File: src/rtl/tda_pkg.sv
package tda_pkg;
  localparam int LETTER_W = 2;

  typedef enum logic [1:0] {
    ST_HOME = 2'd0,
    ST_BUSY = 2'd1,
    ST_TRAP = 2'd2
  } tda_state_e;

  // letter[1] = observed input, letter[0] = observed output
  function automatic tda_state_e tda_step(input tda_state_e cur,
                                          input logic [LETTER_W-1:0] ltr);
    tda_state_e nxt;
    nxt = ST_TRAP;
    unique case (cur)
      ST_HOME: begin
        if (ltr == 2'b00)      nxt = ST_HOME;
        else if (ltr == 2'b11) nxt = ST_BUSY;
      end
      ST_BUSY: begin
        if (ltr == 2'b10)      nxt = ST_BUSY;
        else if (ltr == 2'b00) nxt = ST_HOME;
      end
      default: nxt = ST_TRAP;
    endcase
    return nxt;
  endfunction
endpackage

File: src/rtl/tda_next.sv
module tda_next
  import tda_pkg::*;
(
  input  logic                clk,
  input  logic                rst_n,
  input  tda_state_e          cur,
  input  logic                vld,
  input  logic [LETTER_W-1:0] ltr,
  output tda_state_e          nxt,
  output logic                trap_entry
);
  tda_state_e stepped;

  always_comb begin
    stepped = tda_step(cur, ltr);
    nxt = vld ? stepped : cur;
    trap_entry = (cur != ST_TRAP) && (nxt == ST_TRAP);
  end

  a_r2_bad_letter_traps: assert property (@(posedge clk) disable iff (!rst_n)
    (vld && ltr == 2'b01) |-> nxt == ST_TRAP);
  a_r6_entry_needs_letter: assert property (@(posedge clk) disable iff (!rst_n)
    trap_entry |-> vld);
endmodule

File: src/rtl/tda_state.sv
module tda_state
  import tda_pkg::*;
(
  input  logic       clk,
  input  logic       rst_n,
  input  logic       vld,
  input  tda_state_e nxt,
  output tda_state_e cur
);
  always_ff @(posedge clk) begin
    if (!rst_n) cur <= ST_HOME;
    else        cur <= nxt;
  end

  a_r8_trap_absorbs: assert property (@(posedge clk) disable iff (!rst_n)
    (cur == ST_TRAP) |=> (cur == ST_TRAP));
  a_r9_idle_holds: assert property (@(posedge clk) disable iff (!rst_n)
    !vld |=> $stable(cur));
endmodule

File: src/rtl/tda_alarm.sv
module tda_alarm (
  input  logic clk,
  input  logic rst_n,
  input  logic trap_entry,
  output logic pulse
);
  always_ff @(posedge clk) begin
    if (!rst_n) pulse <= 1'b0;
    else        pulse <= trap_entry;
  end

  a_r7_single_pulse: assert property (@(posedge clk) disable iff (!rst_n)
    pulse |=> !pulse);
endmodule

File: src/rtl/trace_acceptor_mon.sv
module trace_acceptor_mon
  import tda_pkg::*;
(
  input  logic                clk,
  input  logic                rst_n,
  input  logic                letter_vld,
  input  logic [LETTER_W-1:0] letter,
  output logic                accept,
  output logic                violation
);
  tda_state_e state_q;
  tda_state_e state_d;
  logic       trap_entry;

  tda_next u_next (
    .clk(clk), .rst_n(rst_n), .cur(state_q), .vld(letter_vld),
    .ltr(letter), .nxt(state_d), .trap_entry(trap_entry)
  );

  tda_state u_state (
    .clk(clk), .rst_n(rst_n), .vld(letter_vld), .nxt(state_d), .cur(state_q)
  );

  tda_alarm u_alarm (
    .clk(clk), .rst_n(rst_n), .trap_entry(trap_entry), .pulse(violation)
  );

  assign accept = (state_q != ST_TRAP);

  a_r6_accept_drops: assert property (@(posedge clk) disable iff (!rst_n)
    trap_entry |=> !accept);
  a_r7_pulse_means_reject: assert property (@(posedge clk) disable iff (!rst_n)
    violation |-> !accept);
endmodule

File: config.mk
export PLATFORM = sky130hd
export DESIGN_NAME = trace_acceptor_mon
export DESIGN_NICKNAME = d
export VERILOG_FILES = /design/src/rtl/tda_pkg.sv /design/src/rtl/tda_next.sv /design/src/rtl/tda_state.sv /design/src/rtl/tda_alarm.sv /design/src/rtl/trace_acceptor_mon.sv
export SDC_FILE = /design/constraint.sdc
export NUM_CORES = 1
export LEC_CHECK = 0
export ABC_AREA = 0
export BUFFER_PORTS_ARGS = -buffer_cell sky130_fd_sc_hd__buf_2
export CORE_AREA = 2 2 39 41
export DETAILED_ROUTE_END_ITERATION = 10
export DIE_AREA = 0 0 41 43
export GPL_TIMING_DRIVEN = 0
export HOLD_SLACK_MARGIN = 0.05
export PLACE_DENSITY = 0.3
export SLEW_MARGIN = 20
export SYNTH_ARGS = -nofsm -noshare
export SYNTH_HDL_FRONTEND = slang
export SYNTH_SLANG_ARGS = --single-unit
File: constraint.sdc
create_clock -name clk -period 2.2 [get_ports clk]
set_input_delay 0.44 -clock clk [delete_from_list [all_inputs] [get_ports clk]]
set_output_delay 0.44 -clock clk [all_outputs]
set_load 0.02 [all_outputs]
==> parameters.txt <==
Parameter                              Value

Final layout
  Number of diodes added for antenna fixing    0
  Area growth from synthesis to layout    38.6%
  Final Net Count    42
  Fin util    19.8%
  Proportion of layout cells with a drive suffix above 1    30.3%
  Count of fill cells added during filler insertion    158

Critical path
  Critical path type    reg2out
  Required time at the endpoint of the critical path    1.76 ns
  Max incr delay on CP    0.44 ns
  R2R depth    3
  Critical path cell sequence    nand2b_1 -> buf_2
  Worst path slowest cell    dfxtp_1
  Type of origin of the critical path    flop
  Capturing element type of the critical path    output port
  Peak fanout along the critical path    8
  Worst endpoint data arrival time    0.96 ns

Global routing
  Number of global-route vias before repair    165
  Global router's overall resource usage    4.91%
  Number of antenna violations at the first check in global routing    0
  Pin count of the biggest net entering global routing    9
  Overflow left after global routing    0
  First-pass GRT wire length    503 microns

Floorplanning
  Total die area    1760 sq um
  Starting density of the core    14.3%
  Count of boundary I/O pins    7
  Placeable core region    1380 sq um
  Count of standard-cell rows    14
  Die outline height    43 microns
  Die extent in x    41 microns

Place
  Half-perimeter wire length of the detailed placement result    281 microns
  Number of input and output port buffers inserted    6
  Routability cong.    0.615

STA
  Max Clock Skew    0.00426 ns
  Final clock period utilization by the worst path    63.7%
  Time the worst path needs with I/O delays and setup    1.40 ns
  Slew at the pin closest to its max-slew limit    0.232 ns
  Slew Viols, Final    0
  Sum of negative setup slack    0 ns
  Max-Slew Margin vs Limit    84.5%
  Final count of negative-setup-slack endpoints    0
  Setup repair after global routing missed its margin    no
  Highest clock frequency the design can meet    714 MHz
  Final-report hold violation count    0

Power and ir drop
  Gate power share    16.8%
  LEAKAGE    0.123 nW
  Int Pwr    0.142 mW
  Cell Pwr Density    706 nW/um^2
  VDD IR max    0.000113 V
  Switching pwr    0.0512 mW
  Clock group share of total power    50.5%
  Flop pwr share    32.7%
  Fraction of power spent switching nets    26.5%

Clock tree
  Clock transition at the registers of the reported paths    0.04 ns
  Skew-Pair Late Insertion Delay    0.24 ns
  CTS Buf Count    3
  # hold bufs at CTS    0
  Master cell of the clock root buffer    clkbuf_4
  Number of buffers between clock root and the deepest sink    2
  Count of H-tree levels built during CTS    1
  Clock tree from TritonCTS    done
  Total of cells resized after clock tree synthesis    0
  Post CTS Setup Buffer Count    0
  TritonCTS sink count    3

Yosys
  Seq/Total Area, Yosys    30.4%
  Fraction of post-synthesis cell area in the top cell type by area    30.4%
  Synthesized netlist net count    31
  Post-synthesis compound-gate area fraction    22.2%
  Count of yosys warnings during synthesis    0
  Cell area after technology mapping    198 sq um
  Cell types with the highest counts after synthesis    dfxtp_1 (3), ha_1 (3)
  Adder and majority gate portion of the synthesized area    19.0%
  Instance count of the mapped netlist    23
  Most used flip-flop cell after synthesis    dfxtp_1
  Synth Area in XOR/XNOR    0%
  Number of distinct library cells after synthesis    15
  Number of enable-type register cells in the synthesized netlist    0
  Dominant combinational cell family by area after synthesis    simple AND/OR/NAND/NOR gates
  Yosys reg bits    3
  Area leader, netlist    dfxtp_1
  Post-synthesis async set-or-reset flop share    0%
  Synth top area cells    dfxtp_1 (30%), ha_1 (19%), a211oi_2 (6.3%)
  Proportion of synthesized area in mux cells    0%
  Post-Syn Area per Cell    8.60 sq um
  Basic-gate share of the synthesized area counting and, or, nand and nor cells    24.7%

Route
  Aggregate routed wire length    375 microns
  Starting DRT DRC Count    0
  Drt pass-1 iters    1
  Total via count after detailed routing    187
  Remaining number of nets flagged by the antenna check after routing    0
  Wire length per cell after detailed routing    7.65 microns
  Number of vias per cell    3.82
  DRC Markers    0

Status
  Status    finished, final reports clean

Run
  Max_cap viols    0

Worst hold path
  Class of the worst hold path    in2reg
  Depth of the worst hold-timing path    2
[registers in the layout, summed over array words and instances, names as in the netlist]
| name | cells |
|---|---|
| u_alarm.pulse | 1 |
| u_state.cur | 2 |
[cell families after synthesis]
family	count (synthesis)
flip-flops	3
buffers and inverters	2
adder cells (fa/ha/maj)	3
AO/OA/AOI/OAI	6
AND/OR/NAND/NOR	9
[final timing paths]
check,from,endpoint,slack [ns]
worst max-delay path,u_state.cur[0],accept,0.80
worst max register to register,u_state.cur[0],u_alarm.pulse,1.24
worst min register to register,u_state.cur[1],u_state.cur[1],0.60
worst min-delay path,rst_n,u_state.cur[0],0.43
[power groups by stage]
stage	clock network [mW]	registers, mW	logic (mW)
6_report	0.0978	0.0632	0.0325
3_5_place_dp	0	0.0641	0.0330
5_1_grt	0.104	0.0640	0.0359
4_1_cts	0.102	0.0635	0.0332
2_1_floorplan	0	0.0651	0.0201
3_3_place_gp	0	0.0644	0.0331
[layout by cell type, fill, tap and decap left out]
master    instances
clkbuf_4          3
a211oi_1          1
a31oi_1           1
nand3b_1          1
ha_1              3
inv_1             2
dfxtp_1           3
buf_2             6
nand2b_1          2
nand2_1           1
nor3_1            1
a21oi_1           1
nor2_1            2
o21ai_0           1
a211oi_2          1
nor2b_1           2
clkbuf_1          1
o21a_1            1
[critical path: cells and delay by family (launching register included)]
| family | cells | cell delay [ns] |
|---|---|---|
| and+or+nand+nor | 1 | 0.13 |
| DFF | 1 | 0.44 |
| buffers and inverters | 1 | 0.15 |
[stage by stage]
stage,power (mW),std cells,setup slack (ns),area (sq um),hold slack (ns)
5_1_grt,0.204,49,0.734,274,0.426
4_1_cts,0.198,49,0.780,274,0.421
3_3_place_gp,0.0975,45,0.763,248,0.616
3_5_place_dp,0.0971,45,0.761,248,0.595
6_report,0.194,49,0.800,274,0.427
2_1_floorplan,0.0852,23,0.926,198,0.543
[per-layer routing]
layer	global-route usage, %	wire (microns)	up-vias	part of all wire (%)
met3	0	24	2	6.4
li1	-	-	98	-
met2	6.25	166	7	44
met4	10.0	19	0	5.1
met5	0	0	-	0
met1	4.47	165	80	44
[layout make-up]
class,count,area [sq um],area share (%)
clock buffers,4,26.3,9.59
well taps,16,20.0,7.31
flip-flops and latches,3,60.1,21.9
multi-input cells,18,130,47.5
repair buffers,6,30.0,11.0
inverters,2,7.51,2.74
Power figures use the tool's default switching activity.
